<file path="src/rtl/ccd_seq_pkg.sv">
package ccd_seq_pkg;
  typedef enum logic [3:0] {
    S_IDLE, S_PDX, S_RDLY, S_V2HI, S_V2LO, S_ABX, S_HDLY, S_SHIFT, S_DONE
  } seq_state_e;

  localparam logic [1:0] LVL_LOW  = 2'd0;
  localparam logic [1:0] LVL_MID  = 2'd1;
  localparam logic [1:0] LVL_HIGH = 2'd2;
endpackage

</file>
<file path="src/rtl/ccd_phase_timer.sv">
module ccd_phase_timer #(
  parameter int TW = 16
) (
  input  logic          clk,
  input  logic          rst_n,
  input  logic          load,
  input  logic [TW-1:0] dur,
  output logic          expired
);
  logic [TW-1:0] cnt_q;

  always_ff @(posedge clk or negedge rst_n) begin
    if (!rst_n)            cnt_q <= '0;
    else if (load)         cnt_q <= (dur == '0) ? '0 : dur - 1'b1;
    else if (cnt_q != '0)  cnt_q <= cnt_q - 1'b1;
  end

  assign expired = (cnt_q == '0);
endmodule

</file>
<file path="src/rtl/ccd_line_tracker.sv">
module ccd_line_tracker #(
  parameter int ROWS  = 496,
  parameter int ROW_W = 9
) (
  input  logic             clk,
  input  logic             rst_n,
  input  logic             clr,
  input  logic             inc,
  input  logic [ROW_W-1:0] dump_q,
  output logic [ROW_W-1:0] line_idx,
  output logic             dumping,
  output logic             last_moved,
  output logic             all_moved
);
  localparam logic [ROW_W-1:0] ROWS_L = ROW_W'(ROWS);
  logic [ROW_W-1:0] rows_q;

  always_ff @(posedge clk or negedge rst_n) begin
    if (!rst_n)    rows_q <= '0;
    else if (clr)  rows_q <= '0;
    else if (inc)  rows_q <= rows_q + 1'b1;
  end

  assign line_idx   = rows_q;
  assign dumping    = (rows_q < dump_q);
  assign last_moved = ((rows_q + 1'b1) >= ROWS_L);
  assign all_moved  = (rows_q >= ROWS_L);
endmodule

</file>
<file path="src/rtl/ccd_pixel_shifter.sv">
module ccd_pixel_shifter #(
  parameter int PIX   = 694,
  parameter int PIX_W = 10
) (
  input  logic             clk,
  input  logic             rst_n,
  input  logic             clr,
  input  logic             en,
  output logic             phase,
  output logic [PIX_W-1:0] pix_idx,
  output logic             last
);
  localparam logic [PIX_W-1:0] PIX_LAST = PIX_W'(PIX - 1);

  always_ff @(posedge clk or negedge rst_n) begin
    if (!rst_n) begin
      phase   <= 1'b0;
      pix_idx <= '0;
    end else if (clr) begin
      phase   <= 1'b0;
      pix_idx <= '0;
    end else if (en) begin
      phase <= ~phase;
      if (phase) pix_idx <= last ? '0 : pix_idx + 1'b1;
    end
  end

  assign last = phase && (pix_idx == PIX_LAST);
endmodule

</file>
<file path="src/rtl/ccd_phase_decode.sv">
module ccd_phase_decode
  import ccd_seq_pkg::*;
(
  input  seq_state_e  state,
  input  logic        phase,
  input  logic        dual_q,
  input  logic        dumping,
  output logic [1:0]  v1_lvl,
  output logic        v2,
  output logic        h1a,
  output logic        h1b,
  output logic        h2,
  output logic        dump_gate,
  output logic        retrace,
  output logic        busy,
  output logic        frame_done
);
  logic shifting;
  assign shifting = (state == S_SHIFT);

  always_comb begin
    unique case (state)
      S_PDX:   v1_lvl = LVL_HIGH;
      S_V2HI:  v1_lvl = LVL_LOW;
      default: v1_lvl = LVL_MID;
    endcase
  end

  assign v2         = (state == S_V2HI);
  assign h2         = shifting && !phase;
  assign h1a        = !((state == S_ABX) || (shifting && !phase));
  assign h1b        = (state == S_ABX) || (shifting && phase && dual_q);
  assign dump_gate  = dumping && ((state == S_V2HI) || (state == S_V2LO));
  assign retrace    = (state == S_RDLY) || (state == S_V2HI) || (state == S_V2LO) ||
                      (state == S_ABX)  || (state == S_HDLY);
  assign busy       = (state != S_IDLE);
  assign frame_done = (state == S_DONE);
endmodule

</file>
<file path="src/rtl/ccd_readout_seq.sv">
module ccd_readout_seq
  import ccd_seq_pkg::*;
#(
  parameter int ROWS  = 496,
  parameter int PIX   = 694,
  parameter int TW    = 16,
  parameter int ROW_W = $clog2(ROWS + 4),
  parameter int PIX_W = (PIX > 1) ? $clog2(PIX) : 1
) (
  input  logic             clk,
  input  logic             rst_n,
  input  logic             frame_start,
  input  logic             dual_en,
  input  logic             bin_en,
  input  logic [ROW_W-1:0] dump_rows,
  input  logic [TW-1:0]    t_vpulse,
  input  logic [TW-1:0]    t_vdelay,
  input  logic [TW-1:0]    t_hdelay,
  input  logic [TW-1:0]    t_abpulse,
  output logic [1:0]       v1_lvl,
  output logic             v2,
  output logic             h1a,
  output logic             h1b,
  output logic             h2,
  output logic             dump_gate,
  output logic [ROW_W-1:0] line_idx,
  output logic [PIX_W-1:0] pix_idx,
  output logic             retrace,
  output logic             busy,
  output logic             frame_done
);
  seq_state_e state_q, nxt;
  logic dual_q, bin_q, reg_b_q, xfer_sec_q;
  logic [ROW_W-1:0] dump_q;
  logic expired, go, dumping, last_moved, all_moved, phase, pix_last;
  logic [TW-1:0] dur;
  logic accept;

  assign accept = (state_q == S_IDLE) && frame_start;

  // next-state selection
  always_comb begin
    nxt = state_q;
    unique case (state_q)
      S_IDLE:  if (frame_start) nxt = S_PDX;
      S_PDX:   if (expired) nxt = S_RDLY;
      S_RDLY:  if (expired) nxt = S_V2HI;
      S_V2HI:  if (expired) nxt = S_V2LO;
      S_V2LO:  if (expired) begin
                 if (dumping)                  nxt = last_moved ? S_DONE : S_V2HI;
                 else if (bin_q && !xfer_sec_q) nxt = S_V2HI;
                 else if (dual_q && !reg_b_q)   nxt = S_ABX;
                 else                           nxt = S_HDLY;
               end
      S_ABX:   if (expired) nxt = S_V2HI;
      S_HDLY:  if (expired) nxt = S_SHIFT;
      S_SHIFT: if (pix_last) nxt = all_moved ? S_DONE : S_V2HI;
      S_DONE:  nxt = S_IDLE;
      default: nxt = S_IDLE;
    endcase
  end

  assign go = (nxt != state_q) || (state_q == S_V2LO && nxt == S_V2HI);

  always_comb begin
    unique case (nxt)
      S_PDX:          dur = t_vpulse;
      S_RDLY:         dur = t_vdelay;
      S_V2HI, S_V2LO: dur = t_vpulse;
      S_ABX:          dur = t_abpulse;
      S_HDLY:         dur = t_hdelay;
      default:        dur = '0;
    endcase
  end

  always_ff @(posedge clk or negedge rst_n) begin
    if (!rst_n) begin
      state_q    <= S_IDLE;
      dual_q     <= 1'b0;
      bin_q      <= 1'b0;
      dump_q     <= '0;
      reg_b_q    <= 1'b0;
      xfer_sec_q <= 1'b0;
    end else begin
      state_q <= nxt;
      if (accept) begin
        dual_q     <= dual_en;
        bin_q      <= bin_en;
        dump_q     <= dump_rows;
        reg_b_q    <= 1'b0;
        xfer_sec_q <= 1'b0;
      end else if (state_q == S_V2LO && expired && !dumping) begin
        if (bin_q && !xfer_sec_q) xfer_sec_q <= 1'b1;
        else begin
          xfer_sec_q <= 1'b0;
          if (dual_q && !reg_b_q) reg_b_q <= 1'b1;
        end
      end else if (state_q == S_SHIFT && pix_last) begin
        reg_b_q <= 1'b0;
      end
    end
  end

  ccd_phase_timer #(.TW(TW)) u_timer (
    .clk(clk), .rst_n(rst_n), .load(go), .dur(dur), .expired(expired)
  );

  ccd_line_tracker #(.ROWS(ROWS), .ROW_W(ROW_W)) u_lines (
    .clk(clk), .rst_n(rst_n), .clr(accept),
    .inc(state_q == S_V2LO && expired),
    .dump_q(dump_q), .line_idx(line_idx), .dumping(dumping),
    .last_moved(last_moved), .all_moved(all_moved)
  );

  ccd_pixel_shifter #(.PIX(PIX), .PIX_W(PIX_W)) u_pix (
    .clk(clk), .rst_n(rst_n),
    .clr(state_q != S_SHIFT && nxt == S_SHIFT),
    .en(state_q == S_SHIFT),
    .phase(phase), .pix_idx(pix_idx), .last(pix_last)
  );

  ccd_phase_decode u_dec (
    .state(state_q), .phase(phase), .dual_q(dual_q), .dumping(dumping),
    .v1_lvl(v1_lvl), .v2(v2), .h1a(h1a), .h1b(h1b), .h2(h2),
    .dump_gate(dump_gate), .retrace(retrace), .busy(busy),
    .frame_done(frame_done)
  );
endmodule

</file>
<file path="config.mk">
export PLATFORM = sky130hd
export DESIGN_NAME = ccd_readout_seq
export DESIGN_NICKNAME = d
export VERILOG_FILES = /design/src/rtl/ccd_seq_pkg.sv /design/src/rtl/ccd_phase_timer.sv /design/src/rtl/ccd_line_tracker.sv /design/src/rtl/ccd_pixel_shifter.sv /design/src/rtl/ccd_phase_decode.sv /design/src/rtl/ccd_readout_seq.sv
export SDC_FILE = /design/constraint.sdc
export NUM_CORES = 1
export LEC_CHECK = 0
export BUFFER_PORTS_ARGS = -buffer_cell sky130_fd_sc_hd__buf_2
export CORE_ASPECT_RATIO = 1.1
export CORE_MARGIN = 4
export CORE_UTILIZATION = 49
export CTS_CLUSTER_DIAMETER = 200
export DETAILED_ROUTE_END_ITERATION = 7
export PLACE_DENSITY = 0.82
export SKIP_LAST_GASP = 1
export SLEW_MARGIN = 20
export SYNTH_ARGS = -nofsm -noshare
export SYNTH_HDL_FRONTEND = slang
export SYNTH_HIERARCHICAL = 1
export SYNTH_SLANG_ARGS = --single-unit
</file>
<file path="constraint.sdc">
create_clock -name clk -period 4.8 [get_ports clk]
set_input_delay 0 -clock clk [delete_from_list [all_inputs] [get_ports clk]]
set_output_delay 0 -clock clk [all_outputs]
set_load 0.05 [all_outputs]
</file>
==> flow_summary.yaml <==
sta:
  fin_ws_ns: 0.1224
  skew_ns: 0.01374
  max_freq_ghz: 0.2138
  setup_tns_ns: 0
  period_needed_ns: 4.678
  finalHoldViolCount: 0
  maxSlewHeadroom: 0.4017
  finalCritPeriodShare: 0.9745
  tightest_slew_ns: 0.8975
  holdWs_ns: 0.1339
  slew_viol_final: 0
  setup_viol: 0
clock_network:
  cts_tree: "done"
  clk_latency_ns: 0.32
  htree_levels: 2
  cts_inserted_buffers: 5
  clk_pin_slew_worst_paths_ns: 0.11
  clock_sinks: 53
  root_buffer: "clkbuf_8"
  cts_max_path_buffers: 2
synthesis:
  synth-seq-cells: 53
  syn_inst: 467
  synth-main-ff-cell: "dfrtp_1"
  avgSynthCellArea_um2: 8.941
  ys_seq_area_frac: 0.3177
  synth_async_sr_flop_share: 1.000
  syn_nets: 560
  synth-edff-count: 0
  synth.cell_area_um2: 4175
  ys_warn_count: 6
  synth_cell_type_count: 75
finish:
  final_common_cell: "buf_2"
  syn_to_final_growth_pct: 27.90
  final_nets: 706
  antennaDiodeCount: 0
  nFillCells: 689
  design_area_um2: 5340
  final_cell_mix: "buf_2 (106), dfrtp_1 (48), nand2_1 (46)"
  drive_gt1_frac: 0.3420
place:
  placed_cell_area_um2: 4921
  dpl.hpwl_um: 9080
  gp_congestion: 0.9189
  place_ws_ns: -0.03777
  port_buffers: 106
grt:
  grt_max_degree: 54
  antenna_found_initial: 0
  grt_pass1_wl_um: 19340
  grt_pass1_vias: 4044
  grt_usage: 0.2377
  gr-total-overflow: 0
setup_path:
  crit_path_end_kind: "register"
  cp-start-kind: "register"
  cp.required_ns: 4.97
  worst-path-max-fanout: 15
  cp.arrival_ns: 4.85
  crit_type: "reg -> reg"
power_and_ir_drop:
  power.leakage_uw: 0.002430
  ir_drop_mv: 0.1434
  power_density_nw_per_um2: 231.2
run:
  drv_cap: 0
die:
  pin_count: 107
  core_area_um2: 8364
  fp-row-count: 35
  die-area_um2: 10060
  fp.dieW_um: 96.02
  start_util: 0.4992
  die_y_um: 104.8
detailed_routing:
  drt_iter0_drc: 289
  wire_per_inst_um: 17.18
  firstDrtPassIters: 4
  totalWireLength_um: 12460
  antenna_left: 0
  drc: 0
  vias: 4312
  avgViaCountPerCell: 5.948
outcome:
  status: "finished, final reports clean"
min_path:
  hold_class: "in -> reg"
==> synth_stat cells (all sizes together) (2+ instances only) <==
master	number	share of area
o311ai	2	0.0084
xnor2	16	0.034
clkbuf	7	0.0066
mux2	13	0.035
a221o	17	0.041
a311o	2	0.0048
dfrtp	53	0.32
a21o	4	0.0090
nand4	6	0.012
or3b	2	0.0042
or4	6	0.012
a22o	2	0.0042
nor4	8	0.016
or3	11	0.017
nor2	33	0.031
nand2	48	0.043
o22a	7	0.015
ha	15	0.045
and4	2	0.0042
o22ai	2	0.0030
nand2b	8	0.012
a32oi	3	0.013
inv	22	0.020
o32ai	6	0.013
nand3	28	0.035
a31oi	8	0.013
a21oi	36	0.043
nand3b	5	0.012
nor2b	6	0.0090
buf	15	0.028
and3	10	0.016
o21ai	8	0.012
a211o	2	0.0042
xor2	14	0.029
nor3	11	0.014
o31ai	2	0.0036
o21a	3	0.0054
a211oi	2	0.0036
nand4b	2	0.0042
nor3b	4	0.0072
==> per-stage QoR <==
stage               std cells  utilization  total power [uW]
floorplan                 467            -             808.3
global placement          687       0.5883             910.1
detailed placement        687       0.5883             924.5
CTS                       708       0.6163              1213
global route              725       0.6384              1297
finish                    725       0.6384              1235
==> kinds of logic (layout without fill, tap and decap cells) <==
family                     after synthesis  count (layout)  share of synthesized area
AOI/OAI and AO/OA                      115             115                     0.2191
xor gates and xnor gates                30              30                    0.06293
adders and majority gates               15              15                    0.04495
buffers and inverters                   44             191                    0.05454
DFF                                     53              53                     0.3177
muxes                                   14              14                    0.03746
and+or+nand+nor                        196             196                     0.2634
==> final timing paths <==
path                                       endpoint                 from  slack [ns]  cells after the start
worst max-delay path               u_timer/cnt_q[3]  u_lines/line_idx[1]        0.12                     17
worst min-delay path            u_lines/line_idx[0]          frame_start        0.13                      3
worst min register to register            dump_q[7]            dump_q[7]        0.53                      1
max in group asynchronous       u_lines/line_idx[1]                rst_n        4.00                      3
min in group asynchronous                 dump_q[6]                rst_n        0.33                      3
worst max register to register     u_timer/cnt_q[3]  u_lines/line_idx[1]        0.12                     17
==> metal layers <==
| layer | wire length [um] | up-vias | part of all wire | GRT usage |
|---|---|---|---|---|
| li1 | - | 2031 | - | - |
| met3 | 736 | 28 | 0.059 | 0.02880 |
| met4 | 272 | 0 | 0.022 | 0.06809 |
| met5 | 0 | - | 0 | 0 |
| met2 | 6404 | 175 | 0.51 | 0.4031 |
| met1 | 5043 | 2078 | 0.40 | 0.3134 |
==> what timing repair did <==
item | in CTS | in global routing
resized for setup | 3 | 12
hold buffers | 12 | 0
endpoints found under the setup margin | 9 | 16
hold endpoints to repair | 64 | 0
pin swaps | 0 | 7
buffers inserted | 1 | 17
==> report_power, final <==
group          leakage [uW]  internal (uW)  total [uW]  switching, uW
combinational       0.00174            186         379            193
sequential         0.000645            508         576           68.2
clock             0.0000478            119         279            160
==> critical path, stage by stage (launching register included) <==
cell and delay [ns]:
dfrtp_2 0.48, ha_1 0.30, a2111oi_0 0.47, o21a_2 0.34
nor4_4 0.07, a32oi_4 0.31, inv_2 0.13, nand3_4 0.12
o21ai_4 0.07, a221o_1 0.40, inv_1 0.07, ha_2 0.17
or4b_4 0.47, or4_4 0.46, o41ai_4 0.28, buf_12 0.19
o22a_1 0.15, nor2_1 0.04
==> registers in the layout, summed over array words and instances, names as in the netlist, 4 cells and up <==
signal            count
u_lines/line_idx      9
state_q               4
u_timer/cnt_q        16
dump_q                9
u_pix/pix_idx        10
==> layout make-up <==
class	instances	area (um^2)	share of cell area
multi-input combinational	370	2694	0.5045
sequential	53	1333	0.2495
timing repair buffer	161	993.5	0.1860
tap	111	138.9	0.02601
clock buffer	6	82.58	0.01546
inverter	22	82.58	0.01546
clock inverter	2	16.27	0.003046
(Power assumes the default switching activity.)
